[config.mk]
export PLATFORM = sky130hd
export DESIGN_NAME = page_xlat_buf
export DESIGN_NICKNAME = d
export VERILOG_FILES = /design/src/rtl/page_xlat_buf.sv
export SDC_FILE = /design/constraint.sdc
export NUM_CORES = 1
export LEC_CHECK = 0
export BUFFER_PORTS_ARGS = -buffer_cell sky130_fd_sc_hd__buf_2
export CAP_MARGIN = 20
export CORE_ASPECT_RATIO = 1.5
export CORE_MARGIN = 8
export CORE_UTILIZATION = 50
export DETAILED_ROUTE_END_ITERATION = 10
export HOLD_SLACK_MARGIN = 0.06
export MAX_ROUTING_LAYER = met4
export PLACE_DENSITY = 0.68
export SLEW_MARGIN = 20
export SYNTH_ARGS = -nofsm -noshare
export SYNTH_HDL_FRONTEND = slang
export SYNTH_SLANG_ARGS = --single-unit
[constraint.sdc]
create_clock -name clk -period 5 [get_ports clk]
set_input_delay 0 -clock clk [delete_from_list [all_inputs] [get_ports clk]]
set_output_delay 0 -clock clk [all_outputs]
set_load 0.01 [all_outputs]
[src/rtl/page_xlat_buf.sv]
module page_xlat_buf #(
  parameter int VA_W    = 32,
  parameter int OFF_W   = 12,
  parameter int PFN_W   = 20,
  parameter int ENTRIES = 8
) (
  input  logic                   clk,
  input  logic                   rst_n,
  input  logic                   lk_req,
  input  logic [VA_W-1:0]        lk_va,
  input  logic                   lk_wr,
  input  logic                   fill_en,
  input  logic [VA_W-OFF_W-1:0]  fill_vpn,
  input  logic [PFN_W-1:0]       fill_pfn,
  input  logic                   fill_writable,
  input  logic                   flush,
  output logic                   rsp_hit,
  output logic                   rsp_miss,
  output logic                   rsp_fault,
  output logic [PFN_W+OFF_W-1:0] rsp_pa
);
  localparam int VPN_W = VA_W - OFF_W;
  localparam int PA_W  = PFN_W + OFF_W;
  localparam int IDX_W = (ENTRIES > 1) ? $clog2(ENTRIES) : 1;
  localparam logic [IDX_W-1:0] LAST = IDX_W'(ENTRIES - 1);

  logic [ENTRIES-1:0] valid_q;
  logic [ENTRIES-1:0] wok_q;
  logic [VPN_W-1:0]   tag_q [ENTRIES];
  logic [PFN_W-1:0]   pfn_q [ENTRIES];
  logic [IDX_W-1:0]   rr_q;

  logic [VPN_W-1:0]   lk_vpn;
  logic [OFF_W-1:0]   lk_off;
  logic [ENTRIES-1:0] lk_match, fl_match;
  logic [PFN_W-1:0]   hit_pfn;
  logic               hit_wok;
  logic               lk_any, fl_any, free_any;
  logic [IDX_W-1:0]   fl_idx, free_idx, victim;
  logic               do_fill, evict;

  assign lk_vpn = lk_va[VA_W-1:OFF_W];
  assign lk_off = lk_va[OFF_W-1:0];

  always_comb begin
    hit_pfn  = '0;
    hit_wok  = 1'b0;
    fl_idx   = '0;
    free_idx = '0;
    for (int i = 0; i < ENTRIES; i++) begin
      lk_match[i] = valid_q[i] && (tag_q[i] == lk_vpn);
      fl_match[i] = valid_q[i] && (tag_q[i] == fill_vpn);
      if (lk_match[i]) begin
        hit_pfn = hit_pfn | pfn_q[i];
        hit_wok = hit_wok | wok_q[i];
      end
    end
    for (int i = ENTRIES - 1; i >= 0; i--) begin
      if (fl_match[i]) fl_idx = IDX_W'(i);
      if (!valid_q[i]) free_idx = IDX_W'(i);
    end
  end

  assign lk_any   = |lk_match;
  assign fl_any   = |fl_match;
  assign free_any = ~&valid_q;
  assign victim   = fl_any ? fl_idx : (free_any ? free_idx : rr_q);
  assign do_fill  = fill_en && !flush;
  assign evict    = do_fill && !fl_any && !free_any;

  always_ff @(posedge clk or negedge rst_n) begin
    if (!rst_n) begin
      valid_q <= '0;
      rr_q    <= '0;
    end else if (flush) begin
      valid_q <= '0;
      rr_q    <= '0;
    end else if (do_fill) begin
      valid_q[victim] <= 1'b1;
      if (evict) rr_q <= (rr_q == LAST) ? '0 : rr_q + 1'b1;
    end
  end

  always_ff @(posedge clk) begin
    if (do_fill) begin
      tag_q[victim] <= fill_vpn;
      pfn_q[victim] <= fill_pfn;
      wok_q[victim] <= fill_writable;
    end
  end

  always_ff @(posedge clk or negedge rst_n) begin
    if (!rst_n) begin
      rsp_hit   <= 1'b0;
      rsp_miss  <= 1'b0;
      rsp_fault <= 1'b0;
      rsp_pa    <= '0;
    end else begin
      rsp_hit   <= lk_req && lk_any;
      rsp_miss  <= lk_req && !lk_any;
      rsp_fault <= lk_req && lk_any && lk_wr && !hit_wok;
      rsp_pa    <= (lk_req && lk_any) ? {hit_pfn, lk_off} : PA_W'(0);
    end
  end
endmodule

[Yosys cells after proc, flatten, opt, wreduce, memory -nomap -nowiden]
Memory sizes are Yosys's and may differ from the RTL's.
Index checks and enable logic that the tools add are counted.
Operators by class
  $add $sub $neg: 1
  $lt $le $gt $ge: 2
  eq/ne operators: 17
  mux-type cells: 46
  bitwise logic cells: 15
  reduce and logical (&&, ||, !) cells: 34
Operators by type and width (number)
  == test 20 bit: 16
  two-way mux 20 bit: 8
  bitwise OR 20 bit: 7
  two-way mux 3 bit: 22
  two-way mux 32 bit: 1
  logical AND 1 bit: 24
  two-way mux 8 bit: 2
  OR reduction 8 bit: 2
  two-way mux 1 bit: 11
  bitwise mux 8 bit: 1
  bitwise OR 8 bit: 1
  AND reduction 8 bit: 1
  bitwise OR 1 bit: 7
  logical NOT 1 bit: 4
  < comparator 3 x 4 -> 1 bit (second input constant): 1
  nonzero test 2 bit: 2
  adder 3 x 1 -> 3 bit (second input constant): 1
  demux 1 bit (select 3 bit): 1
  == test 3 bit (second input constant): 1
  greater-or-equal comparator 3 x 1 -> 1 bit (second input constant): 1
  AND reduction 2 bit: 1
Word-level totals
  register bits after elaboration: 54
  memory bits (writable): 320
  word-level logic and storage cells: 124
  memories kept: 2
Memories
  pfn_q: words 8, width 20, rd ports 8, clocked after memory_dff 0, wr ports 1, RTL line 30  | logic [PFN_W-1:0] pfn_q [ENTRIES];
  tag_q: words 8, width 20, rd ports 8, clocked after memory_dff 0, wr ports 1, RTL line 29  | logic [VPN_W-1:0] tag_q [ENTRIES];

[Logic depth before layout (Yosys ltp)]
Gate-level depths: netlist of run 1.
  depth in word-level cells: 19
  depth in mapped cells: 10
  depth with buffers taken out: 8

[Worst setup path before layout of run 1]
Ideal clock, no wire load.
  path kind: register -> register
  start point: mem tag_q[6][7] in the netlist's numbering
  end point: mem pfn_q[4][0], enable pin
  setup time: 0.440 ns
  data arrival time: 3.697 ns
  data required time: 4.560 ns
  path slack: 0.863 ns
  cell stages (with the launch flop): 9
  buffers on the path: 0
  cell sequence: edfxtp_1 -> xnor2_2 -> nand4_1 -> nor4_1 -> nand4_1 -> a21o_1 -> a311o_1 -> a31o_4 -> nor2_1
RTL lines (RTL line)
  start, declared: 29
  end, declared: 30

[Final worst setup path of run 1]
  start point: in fill_vpn[12]
  end point: mem tag_q[7][2] in the netlist's numbering, enable pin
Between the ends
  word-level cells in the longest chain between the ends: 11
Ends and longest elaborated chain
  start, declared: RTL line 13  | input logic [VA_W-OFF_W-1:0] fill_vpn,
  == test 20 bit: RTL line 52  | fl_match[i] = valid_q[i] && (tag_q[i] == fill_vpn);
  logical AND 1 bit: RTL line 52
  two-way mux 3 bit (8 in a row): RTL line 59  | if (fl_match[i]) fl_idx = IDX_W'(i);
  two-way mux 3 bit *: RTL line 67  | assign victim = fl_any ? fl_idx : (free_any ? free_idx : rr_q);
Every way passes the cells marked *; elsewhere a longest branch is shown, timed or not.

==> metrics.md, run 1 <==
| Metric | Value |
|---|---|
| Initial Utilization | 50.6% |
| First-pass GRT wire length | 69100 um |
| Die height | 238 um |
| Grt ovf | 0 |
| DP Area | 0.0174 mm2 |
| Hpwl dp | 30200 um |
| Distinct cell type count after synthesis | 53 |
| Largest net degree at the start of global routing | 47 |
| Top FF cell, synth | edfxtp_1 |
| Crit Path Class | input pin to flop |
| Yosys top cell by area | edfxtp_1 |
| Row count | 81 |
| Final Hold Viols | 0 |
| Power Dens Cells | 346 mW/mm2 |
| # setup viols final | 0 |
| Placer Congestion | 0.944 |
| HP Class | input pin to asynchronous set/reset pin |
| Asr flop ratio synth | 12.3% |
| Top post-synthesis cells by area | edfxtp_1, xor2_1, xnor2_1 |
| Static leakage power | 6.56 nW |
| Worst setup EP type | flop |
| I/O Pins | 114 |
| Final Cell Area | 0.0192 mm2 |
| Worst-path fanout max | 24 |
| Fmax | 257 MHz |
| PortBufs | 113 |
| Antenna viol nets, final | 0 |
| Area taken by multi-input logic gates | 0.00510 mm2 |
| Post-synthesis mux area share | 0.182% |
| Nets | 1317 |
| CTS buffer count | 35 |
| Vias in the first global route | 10600 |
| Drt initial violations | 630 |
| Final Routed Wirelength | 47100 um |
| Top-count cell post-synth | edfxtp_1 |
| Final Cycle Share | 77.8% |
| Net Count, Synth | 1143 |
| Worst Tran Pin Value | 1170 ps |
| Worst reg2reg endpoint | tag_q[7][2] |
| Skew final | 21.6 ps |
| Seq. cell area | 0.0110 mm2 |
| Gate Count Post-Synth | 1062 |
| DRC viols | 0 |
| Sequential area share after synthesis | 66.8% |
| Synthesized area per cell | 15.5 um2 |
| Vias per cell | 5.91 |
| Adder-cell share of the synthesized area | 0.152% |
| Routed via count | 9923 |
| CTS root buffer | clkbuf_16 |
| Cells resized by post-CTS repair | 0 |
| Most frequent cells after synthesis | edfxtp_1, xor2_1, xnor2_1 |
| Total GRT Usage | 25.1% |
| CP startpoint kind | input pin |
| Initial antenna violation count | 2 |
| WL/cell | 28.0 um |
| Complex-gate fraction of the synthesized area | 6.22% |
| Minimum clock period | 3890 ps |
| Die width | 164 um |
| Arrival time worst endpoint | 4110 ps |
| Die area | 0.0391 mm2 |
| Maximum VDD drop | 334 uV |
| YS warnings | 0 |
| Setup TNS | 0 ps |
| Post-synth EDFFs | 328 |
| Synth top area share | 59.8% |
| Pwr Total | 6.63 mW |
| RSZ-0062 raised after global routing | no |
| Netlist Area Pre-Place | 0.0165 mm2 |
| CTS Sinks | 374 |
| Main combinational cell family by area after synthesis | XOR/XNOR gates |
| Worst skew pair latency | 530 ps |
| Status | finished, final reports clean |
| R2r worst-path depth | 9 |
| Layout Area Growth over Synthesis | 16.5% |
| Layout cell share with drive strength beyond 1 | 17.9% |
| Max Buffers Root-to-Sink | 3 |
| Worst-path clk slew | 60 ps |
| Worst reg-to-reg setup slack | 1130 ps |
| Filler cells | 2491 |
| Max Slew Vio Count | 0 |
| Max-cap violations | 0 |
| Pre-antenna DRT Iters | 5 |
| Slew margin rel. | 21.2% |
| Worst path required time | 5220 ps |
| CTS tree | yes |
| Synth Area in Simple Gates | 6.55% |
| Post-synthesis xor/xnor area fraction | 17.1% |
| RR Startpoint | tag_q[0][4] |
| Flops & latches, synth | 374 |
| Core area | 0.0325 mm2 |
| CTS HTree Levels | 2 |
[worst max path at each step]
stage | cells past startpoint | slack [ps] | endpoint | start
after floorplan | 8 | 860 | pfn_q[4][0] | tag_q[6][7]
after global placement | 8 | 1110 | pfn_q[7][6] | tag_q[3][5]
after detailed placement | 9 | 1150 | pfn_q[7][7] | tag_q[0][4]
after CTS | 9 | 1130 | tag_q[7][2] | tag_q[0][4]
after global routing | 11 | 840 | tag_q[7][2] | fill_vpn[12]
final | 11 | 1110 | tag_q[7][2] | fill_vpn[12]
[power breakdown]
group          internal (mW)  leakage, nW  switching, mW
sequential              3.44         3.60         0.0200
clock                   1.59        0.564           1.14
combinational          0.155         2.40          0.288
total                   5.19         6.56           1.44
[state kept, by name (all words and copies together) (netlist names)]
register / count
pfn_q: 160
tag_q: 160
rsp_pa: 32
valid_q: 8
wok_q: 8
rr_q: 3
rsp_fault: 1
rsp_hit: 1
rsp_miss: 1
[cells in the final DEF (no fill, tap or decap), types with 3 or more instances in the layout]
cell           count
clkbuf_1           9
and2_1            14
o22ai_1            4
a22o_1            20
inv_1              9
a31oi_1           20
xor2_1           172
nand2_1            4
a22oi_1           43
nand3_1            9
nor2_4             8
nor2_1             7
buf_4             26
clkinv_1           4
buf_2            113
nor4_4             7
nor4_2             4
nand4_1           47
a221oi_1          20
nor3_1             9
nor4_1            40
edfxtp_1         328
dlygate4sd3_1     58
xnor2_1          147
mux2i_1            3
clkinv_2           5
dfrtp_1           46
bufinv_16          4
or4_1              3
clkbuf_16         37
o22ai_2            4
[layout make-up]
class	count	area share [%]
antenna	2	0.0261
clock buffer	48	5.15
multi-input combinational	617	26.6
sequential	374	57.3
inverter	10	0.196
timing repair buffer	198	7.10
tap	415	2.71
clock inverter	15	0.913
[metrics by stage]
| stage | utilization, % | instances | setup slack (ps) | hold slack, ps |
|---|---|---|---|---|
| final | 59.0 | 1679 | 1110 | 153 |
| after global routing | 59.0 | 1679 | 839 | 237 |
| after CTS | 58.9 | 1677 | 1130 | 183 |
| after detailed placement | 53.6 | 1556 | 1150 | 194 |
| after global placement | 53.6 | 1556 | 1110 | 167 |
| after floorplan | - | 1062 | 863 | -296 |
[layer usage]
| layer | share of wire (%) | GRT usage [%] | vias to the layer above |
|---|---|---|---|
| met5 | 0 | - | - |
| met4 | 6.6 | 14.6 | 0 |
| met3 | 4.8 | 3.57 | 149 |
| met2 | 53 | 43.4 | 372 |
| met1 | 36 | 27.1 | 5045 |
| li1 | - | - | 4357 |
[logic make-up after synthesis]
group                      Yosys count
and+or+nand+nor                    165
xor gates and xnor gates           320
AOI/OAI and AO/OA                  127
muxes                                3
adders and majority gates            2
DFF                                374
buffers and inverters               71
[timing repair]
| action | CTS | global route |
|---|---|---|
| setup buffers | 0 | 0 |
| hold endpoints to repair | 389 | 0 |
| hold buffers | 58 | 0 |
[worst max-delay path: stages]
cell,delay [ps]
dlygate4sd3_1,520
buf_2,490
xor2_1,130
nor4_1,350
nand4_1,170
nor4_1,720
or4bb_4,320
nand2b_1,190
a31oi_4,220
nor2_4,650
buf_4,320
(Power assumes the default switching activity.)
==> run 2, diff against run 1 <==
==> constraint.sdc (replaced) <==
create_clock -name clk -period 3.9 [get_ports clk]
set_input_delay 0 -clock clk [delete_from_list [all_inputs] [get_ports clk]]
set_output_delay 0 -clock clk [all_outputs]
set_load 0.01 [all_outputs]
==> run 2 against run 1 <==
Compared with the run above: core utilization is 0.95 points higher; sequential share of layout area is 0.91 points lower; clock-buffer cell count stayed put; via count is 2.7% higher; wire length is 0.79% higher; non-clock buffer count is 21 higher; critical path type is now flop to flop; critical endpoint is now rsp_fault; largest cell class unchanged.
==> metrics.md, run 2 (synthesis results as in run 1) <==
| Metric | Value |
|---|---|
| CTS HTree Levels | 2 |
| P_int | 6.89 mW |
| Final Cycle Share | 87.8% |
| Layout Area Growth over Synthesis | 18.4% |
| Commonest non-fill, non-tap cell in the layout | edfxtp_1 |
| I/O Pins | 114 |
| Power share of the clock group | 42.7% |
| Worst-path fanout max | 13 |
| Final Hold Viols | 0 |
| Initial antenna violation count | 0 |
| Biggest regs | pfn_q x160, tag_q x160, rsp_pa x32 |
| Worst-path clk slew | 60 ps |
| CTS buffer count | 35 |
| Power Dens Cells | 450 mW/mm2 |
| Die width | 164 um |
| Layout cell share with drive strength beyond 1 | 19.6% |
| PortBufs | 113 |
| Worst Tran Pin Value | 788 ps |
| Nets | 1338 |
| Sw Ratio | 21.4% |
| CP Cell Sequence | xor2_1 > nor4_1 > buf_4 > nand4_1 > nor4_4 > or4_1 > o21ai_2 > nor3_1 > dlygate4sd3_1 |
| Vias in the first global route | 10500 |
| Grt ovf | 0 |
| Largest net degree at the start of global routing | 47 |
| Worst skew pair latency | 530 ps |
| Core area | 0.0325 mm2 |
| Max Buffers Root-to-Sink | 3 |
| Max Slew Vio Count | 0 |
| Hpwl dp | 31400 um |
| # setup viols final | 0 |
| Drt initial violations | 695 |
| Slew margin rel. | 47.4% |
| Non-Filler Instances | 1699 |
| Routed via count | 10200 |
| RSZ-0062 raised after global routing | no |
| Crit Path Class | flop to flop |
| DRC viols | 0 |
| WL/cell | 27.9 um |
| Crit-path slowest cell | o21ai_2 |
| Minimum clock period | 3430 ps |
| Arrival time worst endpoint | 3830 ps |
| CTS Sinks | 374 |
| Pre-antenna DRT Iters | 5 |
| First-pass GRT wire length | 68500 um |
| Ant diodes | 0 |
| Static leakage power | 6.73 nW |
| CP startpoint kind | flop |
| Filler cells | 2459 |
| Maximum VDD drop | 411 uV |
| Die height | 238 um |
| Seq. cell area | 0.0110 mm2 |
| Initial Utilization | 50.6% |
| CP max stage delay | 660 ps |
| Skew final | 17.2 ps |
| Total GRT Usage | 24.9% |
| Combinational Power Share | 6.7% |
| Die area | 0.0391 mm2 |
| Antenna viol nets, final | 0 |
| Max-cap violations | 0 |
| Dpl cells | 1577 |
| Row count | 81 |
| Worst Hold Margin | 96.8 ps |
| Placer Congestion | 0.981 |
| HP Class | input pin to flop |
| Sw power | 1.88 mW |
| Worst setup EP type | flop |
| Fmax | 292 MHz |
| Setup Buffers After CTS | 0 |
| Sequential power share | 50.6% |
| Worst path required time | 4300 ps |
| Area taken by multi-input logic gates | 0.00510 mm2 |
| CTS root buffer | clkbuf_16 |
| Status | finished, final reports clean |
| Final Routed Wirelength | 47400 um |
| Vias per cell | 6.00 |
| CTS tree | yes |
| Commonest cells after routing, fill and taps aside | edfxtp_1, xor2_1, xnor2_1, buf_2, dlygate4sd3_1 |
run 2: final cells by class:
cell class / instances / share of cell area (%)
flip-flops and latches: 374 / 56.4
clock inverters: 16 / 1.40
inverters: 10 / 0.193
multi-input cells: 617 / 26.1
clock buffers: 48 / 5.11
repair buffers: 219 / 8.05
well taps: 415 / 2.66
run 2: power by group through the flow:
stage          Combinational (mW)  Clock (mW)  Sequential, mW
3_3_place_gp                0.537           0            4.52
6_report                    0.588        3.74            4.44
4_1_cts                     0.588        3.79            4.44
2_1_floorplan               0.300           0            4.52
5_1_grt                     0.619        3.92            4.44
3_5_place_dp                0.540           0            4.52
run 2: path summary, 6_finish.rpt:
check | slack, ps | endpoint | from | cells past startpoint
min in group asynchronous | 140 | rsp_pa[21] | rst_n | 3
setup / recovery | 470 | rsp_fault | tag_q[3][10] | 9
hold / removal | 100 | valid_q[6] | fill_en | 5
hold reg to reg | 550 | rsp_pa[24] | pfn_q[0][12] | 2
max in group asynchronous | 3260 | rsp_pa[25] | rst_n | 3
setup reg to reg | 470 | rsp_fault | tag_q[3][10] | 9
run 2: worst max-delay path, delay by kind of cell, from the launching register on:
family,cells,cell delay (ps)
AOI/OAI and AO/OA,1,660
xor gates and xnor gates,1,340
DFF,1,450
buffers and inverters,2,770
and+or+nand+nor,5,1090
run 2: metrics by stage:
step           power [mW]  TNS, ps  utilization, %  area [um2]  worst slack, ps
3_3_place_gp         5.06        0            54.2       17600              632
4_1_cts              8.81        0            59.9       19500              394
6_report             8.77        0            59.9       19500              475
2_1_floorplan        4.82   -47190               -       16500             -237
5_1_grt              8.98        0            59.9       19500              417
3_5_place_dp         5.06        0            54.2       17600              604
run 2: timing repair:
item                                    in CTS  in global routing
hold buffers                                58                  0
endpoints found under the setup margin       0                  0
hold endpoints to repair                   354                  0
resized for setup                            0                  0
run 2: layer usage:
layer	global-route usage, %	vias to the layer above	share of wire (%)
met4	14.9	0	6.6
met5	-	-	0
met1	27.3	5216	36
met3	2.79	141	5.1
met2	42.9	434	53
li1	-	4398	-
